==> config.mk <==
export PLATFORM = sky130hd
export DESIGN_NAME = tick_timer_bank
export DESIGN_NICKNAME = d
export VERILOG_FILES = /design/src/rtl/tmr_pkg.sv /design/src/rtl/tmr_prescaler.sv /design/src/rtl/tmr_event_chan.sv /design/src/rtl/tmr_stamp.sv /design/src/rtl/tick_timer_bank.sv
export SDC_FILE = /design/constraint.sdc
export NUM_CORES = 1
export LEC_CHECK = 0
export ABC_AREA = 1
export ABC_CLOCK_PERIOD_IN_PS = 3900
export BUFFER_PORTS_ARGS = -buffer_cell sky130_fd_sc_hd__buf_2
export CAP_MARGIN = 20
export CELL_PAD_IN_SITES_DETAIL_PLACEMENT = 1
export CELL_PAD_IN_SITES_GLOBAL_PLACEMENT = 1
export CORE_ASPECT_RATIO = 1.1
export CORE_UTILIZATION = 45
export CTS_BUF_LIST = sky130_fd_sc_hd__clkbuf_8
export CTS_CLUSTER_DIAMETER = 120
export DETAILED_ROUTE_END_ITERATION = 7
export PLACE_DENSITY = 0.89
export REMOVE_ABC_BUFFERS = 1
export SYNTH_ARGS = -nofsm -noshare
export SYNTH_HDL_FRONTEND = slang
export SYNTH_SLANG_ARGS = --single-unit
==> constraint.sdc <==
create_clock -name clk -period 3.9 [get_ports clk]
set_input_delay 0.975 -clock clk [delete_from_list [all_inputs] [get_ports clk]]
set_output_delay 0.975 -clock clk [all_outputs]
set_load 0.01 [all_outputs]
==> src/rtl/tmr_pkg.sv <==
package tmr_pkg;
    localparam int N_EVT     = 4;
    localparam int RUN_LSB   = 16;
    localparam int RPT_LSB   = 12;
    localparam int TSEL_LSB  = 8;
    localparam int TSEL_W    = 3;
    localparam int CSEL_W    = 2;
    localparam int N_TAPS    = 4;
    localparam logic [31:0] CTRL_MASK = 32'h000F_F7FF;

    typedef enum logic [1:0] {
        CH_HALT  = 2'd0,
        CH_COUNT = 2'd1,
        CH_SPENT = 2'd2
    } ch_state_t;
endpackage

==> src/rtl/tmr_prescaler.sv <==
module tmr_prescaler #(
    parameter int CLK_PER_US = 50,
    parameter int DECADES    = 3
) (
    input  logic             clk,
    input  logic             rst_n,
    output logic [DECADES:0] strobe
);
    localparam int UW = (CLK_PER_US > 1) ? $clog2(CLK_PER_US) : 1;

    logic [UW-1:0] us_cnt;
    logic          us_wrap;

    assign us_wrap   = (us_cnt == UW'(CLK_PER_US - 1));
    assign strobe[0] = us_wrap;

    always_ff @(posedge clk or negedge rst_n) begin
        if (!rst_n)       us_cnt <= '0;
        else if (us_wrap) us_cnt <= '0;
        else              us_cnt <= us_cnt + 1'b1;
    end

    // Each decade stage divides the previous strobe by ten.
    for (genvar k = 0; k < DECADES; k++) begin : g_dec
        logic [3:0] dcnt;
        always_ff @(posedge clk or negedge rst_n) begin
            if (!rst_n)         dcnt <= '0;
            else if (strobe[k]) dcnt <= (dcnt == 4'd9) ? 4'd0 : dcnt + 4'd1;
        end
        assign strobe[k+1] = strobe[k] && (dcnt == 4'd9);
    end
endmodule

==> src/rtl/tmr_event_chan.sv <==
module tmr_event_chan
    import tmr_pkg::*;
#(
    parameter int CNT_W = 16
) (
    input  logic             clk,
    input  logic             rst_n,
    input  logic             run,
    input  logic             repeat_mode,
    input  logic             tick,
    input  logic             load,
    input  logic [CNT_W-1:0] load_val,
    output logic [CNT_W-1:0] count,
    output logic             fire
);
    ch_state_t        st_q, st_d;
    logic [CNT_W-1:0] cnt_q, rld_q;
    logic             step, at_zero;

    assign at_zero = (cnt_q == '0);
    assign step    = (st_q == CH_COUNT) && run && tick && !load;

    // Next-state logic
    always_comb begin
        st_d = st_q;
        unique case (st_q)
            CH_HALT:  if (run) st_d = CH_COUNT;                    // start
            CH_COUNT: if (!run) st_d = CH_HALT;                    // stop
                      else if (step && at_zero && !repeat_mode)
                          st_d = CH_SPENT;                         // expire-once
            CH_SPENT: if (!run) st_d = CH_HALT;                    // stop
                      else if (load) st_d = CH_COUNT;              // rearm
            default:  st_d = CH_HALT;
        endcase
    end

    // State register
    always_ff @(posedge clk or negedge rst_n) begin
        if (!rst_n) st_q <= CH_HALT;
        else        st_q <= st_d;
    end

    // Count and reload datapath
    always_ff @(posedge clk or negedge rst_n) begin
        if (!rst_n) begin
            cnt_q <= '0;
            rld_q <= '0;
        end else if (load) begin
            cnt_q <= load_val;
            rld_q <= load_val;
        end else if (step) begin
            if (!at_zero)         cnt_q <= cnt_q - 1'b1;
            else if (repeat_mode) cnt_q <= rld_q;                  // expire-repeat
        end
    end

    // Outputs
    always_comb begin
        fire  = step && at_zero;
        count = cnt_q;
    end
endmodule

==> src/rtl/tmr_stamp.sv <==
module tmr_stamp
    import tmr_pkg::*;
#(
    parameter int W = 32
) (
    input  logic              clk,
    input  logic              rst_n,
    input  logic [TSEL_W-1:0] sel,
    input  logic [N_TAPS-1:0] strobe,
    output logic [W-1:0]      value
);
    logic adv;

    always_comb begin
        unique case (sel)
            3'd0:    adv = 1'b1;
            3'd1:    adv = strobe[0];
            3'd2:    adv = strobe[1];
            3'd3:    adv = strobe[2];
            3'd4:    adv = strobe[3];
            default: adv = 1'b0;
        endcase
    end

    always_ff @(posedge clk or negedge rst_n) begin
        if (!rst_n)   value <= '0;
        else if (adv) value <= value + 1'b1;
    end
endmodule

==> src/rtl/tick_timer_bank.sv <==
module tick_timer_bank
    import tmr_pkg::*;
#(
    parameter int CLK_PER_US = 50,
    parameter int CNT_W      = 16,
    parameter int STAMP_W    = 32,
    parameter int ADDR_W     = 5
) (
    input  logic              clk,
    input  logic              rst_n,
    input  logic [ADDR_W-1:0] bus_addr,
    input  logic              bus_wr,
    input  logic [31:0]       bus_wdata,
    output logic [31:0]       bus_rdata,
    output logic [N_EVT-1:0]  evt_irq
);
    localparam int IDX_W    = ADDR_W - 2;
    localparam int STAMP_IX = N_EVT + 1;

    logic [IDX_W-1:0]       idx;
    logic                   aligned;
    logic [31:0]            ctrl_q;
    logic                   ctrl_wr;
    logic [N_TAPS-1:0]      strobe;
    logic [STAMP_W-1:0]     stamp_q;
    logic [N_EVT*CNT_W-1:0] cnt_vec;

    assign idx     = bus_addr[ADDR_W-1:2];
    assign aligned = (bus_addr[1:0] == 2'b00);
    assign ctrl_wr = bus_wr && aligned && (idx == '0);

    always_ff @(posedge clk or negedge rst_n) begin
        if (!rst_n)       ctrl_q <= '0;
        else if (ctrl_wr) ctrl_q <= bus_wdata & CTRL_MASK;
    end

    tmr_prescaler #(.CLK_PER_US(CLK_PER_US), .DECADES(N_TAPS - 1)) u_pre (
        .clk    (clk),
        .rst_n  (rst_n),
        .strobe (strobe)
    );

    for (genvar i = 0; i < N_EVT; i++) begin : g_ch
        logic             run_now, load, tick;
        logic [CNT_W-1:0] count;

        // A write to the run bit takes effect in the write cycle itself.
        assign run_now = ctrl_wr ? bus_wdata[RUN_LSB+i] : ctrl_q[RUN_LSB+i];
        assign load    = bus_wr && aligned && (idx == IDX_W'(i + 1));
        assign tick    = strobe[ctrl_q[CSEL_W*i +: CSEL_W]];

        tmr_event_chan #(.CNT_W(CNT_W)) u_ch (
            .clk         (clk),
            .rst_n       (rst_n),
            .run         (run_now),
            .repeat_mode (ctrl_q[RPT_LSB+i]),
            .tick        (tick),
            .load        (load),
            .load_val    (bus_wdata[CNT_W-1:0]),
            .count       (count),
            .fire        (evt_irq[i])
        );
        assign cnt_vec[i*CNT_W +: CNT_W] = count;
    end

    tmr_stamp #(.W(STAMP_W)) u_stamp (
        .clk    (clk),
        .rst_n  (rst_n),
        .sel    (ctrl_q[TSEL_LSB +: TSEL_W]),
        .strobe (strobe),
        .value  (stamp_q)
    );

    always_comb begin
        bus_rdata = '0;
        if (aligned) begin
            if (idx == '0) bus_rdata = ctrl_q;
            if (idx == IDX_W'(STAMP_IX)) bus_rdata = 32'(stamp_q);
            for (int i = 0; i < N_EVT; i++)
                if (idx == IDX_W'(i + 1)) bus_rdata = 32'(cnt_vec[i*CNT_W +: CNT_W]);
        end
    end
endmodule

-- After elaboration in Yosys (flattened, before gate mapping)
Cells that the tools add are included.
- memories kept: 0
- latch bits: 0
- bits of input ports: 40
- register bits: 205
- word-level logic and storage cells: 192
- ROM bits: 0
- output and inout bits: 36
- memory bits (writable): 0
- mux-type cells: 64
- bitwise operators: 0
- $lt $le $gt $ge: 4
- reduce and logical (&&, ||, !) cells: 60
- shift-type cells: 0
- divide/modulo/power cells: 0
- equal/unequal tests: 37
- add/subtract/negate cells: 9
- multipliers: 0
- operator list (cell ; number):
    two-way mux 16 bit ; 16
    two-way mux 32 bit ; 6
    logical NOT 16 bit ; 4
    subtractor 16 x 1 -> 16 bit, second input constant ; 4
    two-way mux 2 bit ; 20
    adder 32 x 1 -> 32 bit, second input constant ; 1
    logical AND 1 bit ; 29
    inequality test 3 bit, second input constant ; 8
    case mux 2 bit (3 select lines) ; 4
    two-way mux 20 bit ; 1
    adder 4 x 1 -> 4 bit, second input constant ; 3
    equality test 3 x 2 -> 1 bit, second input constant ; 4
    equality test 4 bit, second input constant ; 3
    less-than comparator 2 x 3 -> 1 bit, second input constant ; 4
    two-way mux 4 bit ; 3
    inequality test 3 x 2 -> 1 bit, second input constant ; 4
    AND reduction 3 bit ; 4
    logical NOT 2 bit ; 5
    equality test 3 bit, second input constant ; 3
    binary-select mux 1 bit (select 2 bit) ; 4
    equality test 2 x 1 -> 1 bit, second input constant ; 4
    equality test 2 bit, second input constant ; 4
    logical NOT 1 bit ; 8
    two-way mux 1 bit ; 8
    9 further kinds ; 20

-- Depth between registers and ports, before layout
- depth in word-level cells: 13
- mapped depth: 14
- gate-level depth less buffers: 13

-- Cells and area by module
A second synthesis with hierarchy kept.
- cells, all modules: 2103
- area total of the unflattened synthesis: 14227.4 µm²
- by module, submodules not included (module ; area each (µm²) ; seq. area each (µm²) ; cells an instance ; instances):
    tmr_event_chan ; 2157.1 ; 850.8 ; 313 ; 4
    tick_timer_bank ; 2389.8 ; 475.5 ; 444 ; 1
    tmr_stamp ; 2202.1 ; 800.8 ; 289 ; 1
    tmr_prescaler ; 1007.2 ; 450.4 ; 118 ; 1

-- Least setup slack after synthesis
Ideal clock, no wire load.
- kind: in2out
- from: input port bus_addr[4]
- to: output port bus_rdata[11]
- required time: 2925 ps
- arrival: 2134 ps
- cell stages on the path: 8
- path buffers: 2
- setup slack: 791 ps
- cells stage by stage: buf_2 inv_2 nand2_1 clkbuf_1 nor3_1 a21oi_1 a21oi_1 a211oi_1
- longest elaborated chain between the ends: 7
- elaborated cells between the ends (all ways): 11
- classes of those cells: 5 x eq/ne; 6 x mux
- ends and longest elaborated chain (item ; line ; RTL):
    start, declared ; tick_timer_bank.sv:11 ; input logic [ADDR_W-1:0] bus_addr,
    equality test 3 bit ; tick_timer_bank.sv:78 ; if (idx == IDX_W'(STAMP_IX)) bus_rdata = 32'(stamp_q);
    two-way mux 32 bit ; tick_timer_bank.sv:78 ;
    two-way mux 32 bit (3 in a row) ; tick_timer_bank.sv:80 ; if (idx == IDX_W'(i + 1)) bus_rdata = 32'(cnt_vec[i*CNT_W +: CNT_W]);
    two-way mux 32 bit (*) ; tick_timer_bank.sv:80 ;
    two-way mux 32 bit (*) ; tick_timer_bank.sv:76 ; if (aligned) begin
    end, declared ; tick_timer_bank.sv:14 ; output logic [31:0] bus_rdata,
Mark *: on every way between the ends. The rest lies on a longest branch, timed or not.

-- Worst setup path in the final report
- from: input port bus_addr[2]
- to: output port bus_rdata[11]
Same word-level chain as after synthesis.

==> key figures <==
Timing
  • Fin. max-slew vios: 0
  • Final min period: 3.73 ns
  • RSZ-0062 raised after global routing: no
  • Fmax: 268 MHz
  • Setup TNS: 0 ns
  • Final setup margin: 0.169 ns
  • Skew final: 0.0298 ns
  • Final hold viol count: 0
  • Worst-margin pin slew: 0.771 ns
  • Worst hold slack: 0.458 ns
  • Final Setup Violations: 0
  • Period utilisation layout: 0.957
  • Relative slew slack: 0.486

Clocking
  • Post-CTS Setup Repair Bufs: 0
  • H-tree depth: 2
  • Post-cts resize count: 0
  • Clock root cell: clkbuf_8
  • Maximum clock path buffer count: 3
  • Clk Latency, worst-skew pair: 0.56 ns
  • Reg clk slew, reported paths: 0.06 ns
  • CTS Buf Count: 40
  • CTS tree: built
  • Hold_buf cts: 0
  • Clock sinks: 205

Placement
  • GPL Wtd Cong: 0.965
  • Post-Place Cells: 2384
  • Dpl hpwl: 34700 um
  • Worst slack, placed: 0.275 ns
  • I/O Buffers: 63

Synth
  • Top cell type's share of synthesized area: 0.391
  • Yosys warns: 0
  • Synthesized area: 13100 um2
  • Fraction of synthesized area in multiplexers: 0.000762
  • Xor-xnor portion of the synthesized cell area: 0.0280
  • Synth Register Bits: 205
  • Synth top area cells: dfrtp_1 (39%), nand2_1 (24%), nand3_1 (7.8%)
  • Synth area leader: dfrtp_1
  • Synth Area in Compound Gates: 0.0729
  • Post-synthesis instance total: 1988
  • Syn avg cell area: 6.61 um2
  • Largest family of logic cells by synthesized area: simple AND/OR/NAND/NOR gates
  • Netlist cell types: 41
  • Synth Area in Adders: 0.0105
  • Seq/Total Area, Yosys: 0.391
  • Synth Area in Simple Gates: 0.421

Pwr
  • Worst vdd rail ir drop: 352 uV
  • LEAKAGE: 7.93 nW
  • Pwr Density: 679 nW/um2

Route
  • Total routed wirelength: 47700 um
  • Post-route DRC violation count: 0
  • Antenna-violating nets left: 0
  • DR pass1 iterations: 5
  • Wire per inst: 19.4 um
  • Routed vias/inst: 5.53
  • DR iter-0 viols: 1033
  • Vias: 13600

Global routing
  • GRT Max-Usage Layer: met2
  • Largest net degree at the start of global routing: 94
  • Initial antenna violation count: 1
  • Met3 usage: 0.0638
  • First-pass GRT wire length: 75400 um
  • Gr usage total: 0.328
  • Met2 Use GR: 0.557
  • Met1 global-route usage: 0.389
  • Vias in the first global route: 14200
  • Global route total overflow: 0

Cells and area
  • Post-route insts no fill: 2453
  • Fin nets: 2109
  • Area Growth Syn to Fin: 11.2%
  • Post-Route Utilization: 0.509
  • Commonest non-fill, non-tap cell in the layout: nand2_1
  • Most frequent cells in the layout: nand2_1 (834), nand3_1 (206), dfrtp_1 (205)
  • Share of cells above drive strength 1: 0.101
  • Fill cell count: 3893

Hold path
  • HP Class: in2async

Worst setup path
  • Crit Path Class: in2out
  • Worst r2r src: g_ch[3].u_ch.count[5]$_DFFE_PN0P_
  • Worst reg-to-reg setup slack: 1.09 ns
  • Crit start category: input port
  • CP arrival: 2.76 ns
  • CP required: 2.92 ns
  • R2r endpoint: g_ch[3].u_ch.count[7]$_DFFE_PN0P_
  • Reg2Reg Depth: 9
  • Worst Path Max Fanout: 23
  • Crit end category: output pin

Run
  • MaxCap Viol Count: 0

Floorplanning
  • Die height: 181 um
  • Core area: 28700 um2
  • Die width: 165 um
  • Initial Utilization: 0.458
  • # IOs: 76
  • Die area: 29900 um2
  • # rows: 65

Status
  • Status: finished, final reports clean
==> power by group <==
group | switching [mW] | leakage, nW | internal, mW | total [mW]
Clock | 0.994 | 0.442 | 1.21 | 2.20
Sequential | 0.607 | 2.64 | 2.63 | 3.23
Combinational | 3.04 | 4.85 | 1.45 | 4.48
==> Yosys cell counts, drive strengths merged <==
| cell | n |
|---|---|
| a21oi | 30 |
| or2 | 3 |
| a21boi | 1 |
| and3 | 1 |
| nand3 | 207 |
| o221ai | 12 |
| buf | 36 |
| a211oi | 1 |
| o22ai | 1 |
| dfrtp | 205 |
| o21bai | 3 |
| nand3b | 13 |
| o21a | 1 |
| inv | 186 |
| mux2i | 1 |
| xnor2 | 7 |
| nor2 | 185 |
| o21ai | 100 |
| nand2 | 856 |
| nor3 | 37 |
| ha | 11 |
| nand4 | 17 |
| xor2 | 35 |
| nor3b | 1 |
| clkbuf | 22 |
| a22oi | 7 |
| o211ai | 9 |
==> final cells by class <==
type | count | area [um2] | share of cell area
Antenna cell | 1 | 2.50 | 0.000171
Sequential cell | 205 | 5130 | 0.351
Clock buffer | 53 | 729 | 0.0499
Clock inverter | 15 | 71.3 | 0.00488
Timing Repair Buffer | 86 | 510 | 0.0349
Multi-Input combinational cell | 1539 | 7000 | 0.479
Tap cell | 368 | 460 | 0.0315
Inverter | 186 | 701 | 0.0480
==> metal layers <==
layer	part of all wire	wire length, um	vias to the layer above
met5	0	0	-
met4	0.056	2670	0
met3	0.057	2720	128
met2	0.48	22900	385
met1	0.41	19400	6598
li1	-	-	6447
==> cell families after synthesis <==
family,Yosys count
fa+ha+maj,11
buf+inv,244
mux,1
simple gates,1320
flops,205
compound gates,165
xor+xnor,42
==> sequential cells by signal, indices dropped and copies added, names as in the netlist <==
signal,cells
ctrl_q,19
g_ch.u_ch.count,64
g_ch.u_ch.rld_q,64
g_ch.u_ch.st_q,8
u_pre.g_dec.dcnt,12
u_pre.us_cnt,6
u_stamp.value,32
==> through the flow <==
| step | power (mW) | cell area (um2) |
|---|---|---|
| finish | 9.92 | 14600 |
| global route | 10.7 | 14600 |
| CTS | 9.95 | 14600 |
| detailed placement | 7.68 | 13800 |
| global placement | 7.45 | 13800 |
| floorplan | 6.26 | 12800 |
==> critical path: stages <==
cell and delay [ns]:
buf_2 0.16, inv_2 0.07, nor2_4 0.21, nand2_2 0.30, o211ai_1 0.37, a21oi_1 0.11, a211oi_1 0.34, buf_2 0.21
==> worst max-delay path by stage <==
stage,start,slack [ns],to
global route,bus_addr[2],0.13,bus_rdata[11]
floorplan,u_pre.us_cnt[1]$_DFF_PN0_,0.30,u_stamp.value[0]$_DFFE_PN0P_
global placement,bus_addr[2],0.30,bus_rdata[11]
CTS,bus_addr[2],0.27,bus_rdata[11]
detailed placement,bus_addr[2],0.27,bus_rdata[11]
finish,bus_addr[2],0.17,bus_rdata[11]
(Power assumes the default switching activity.)
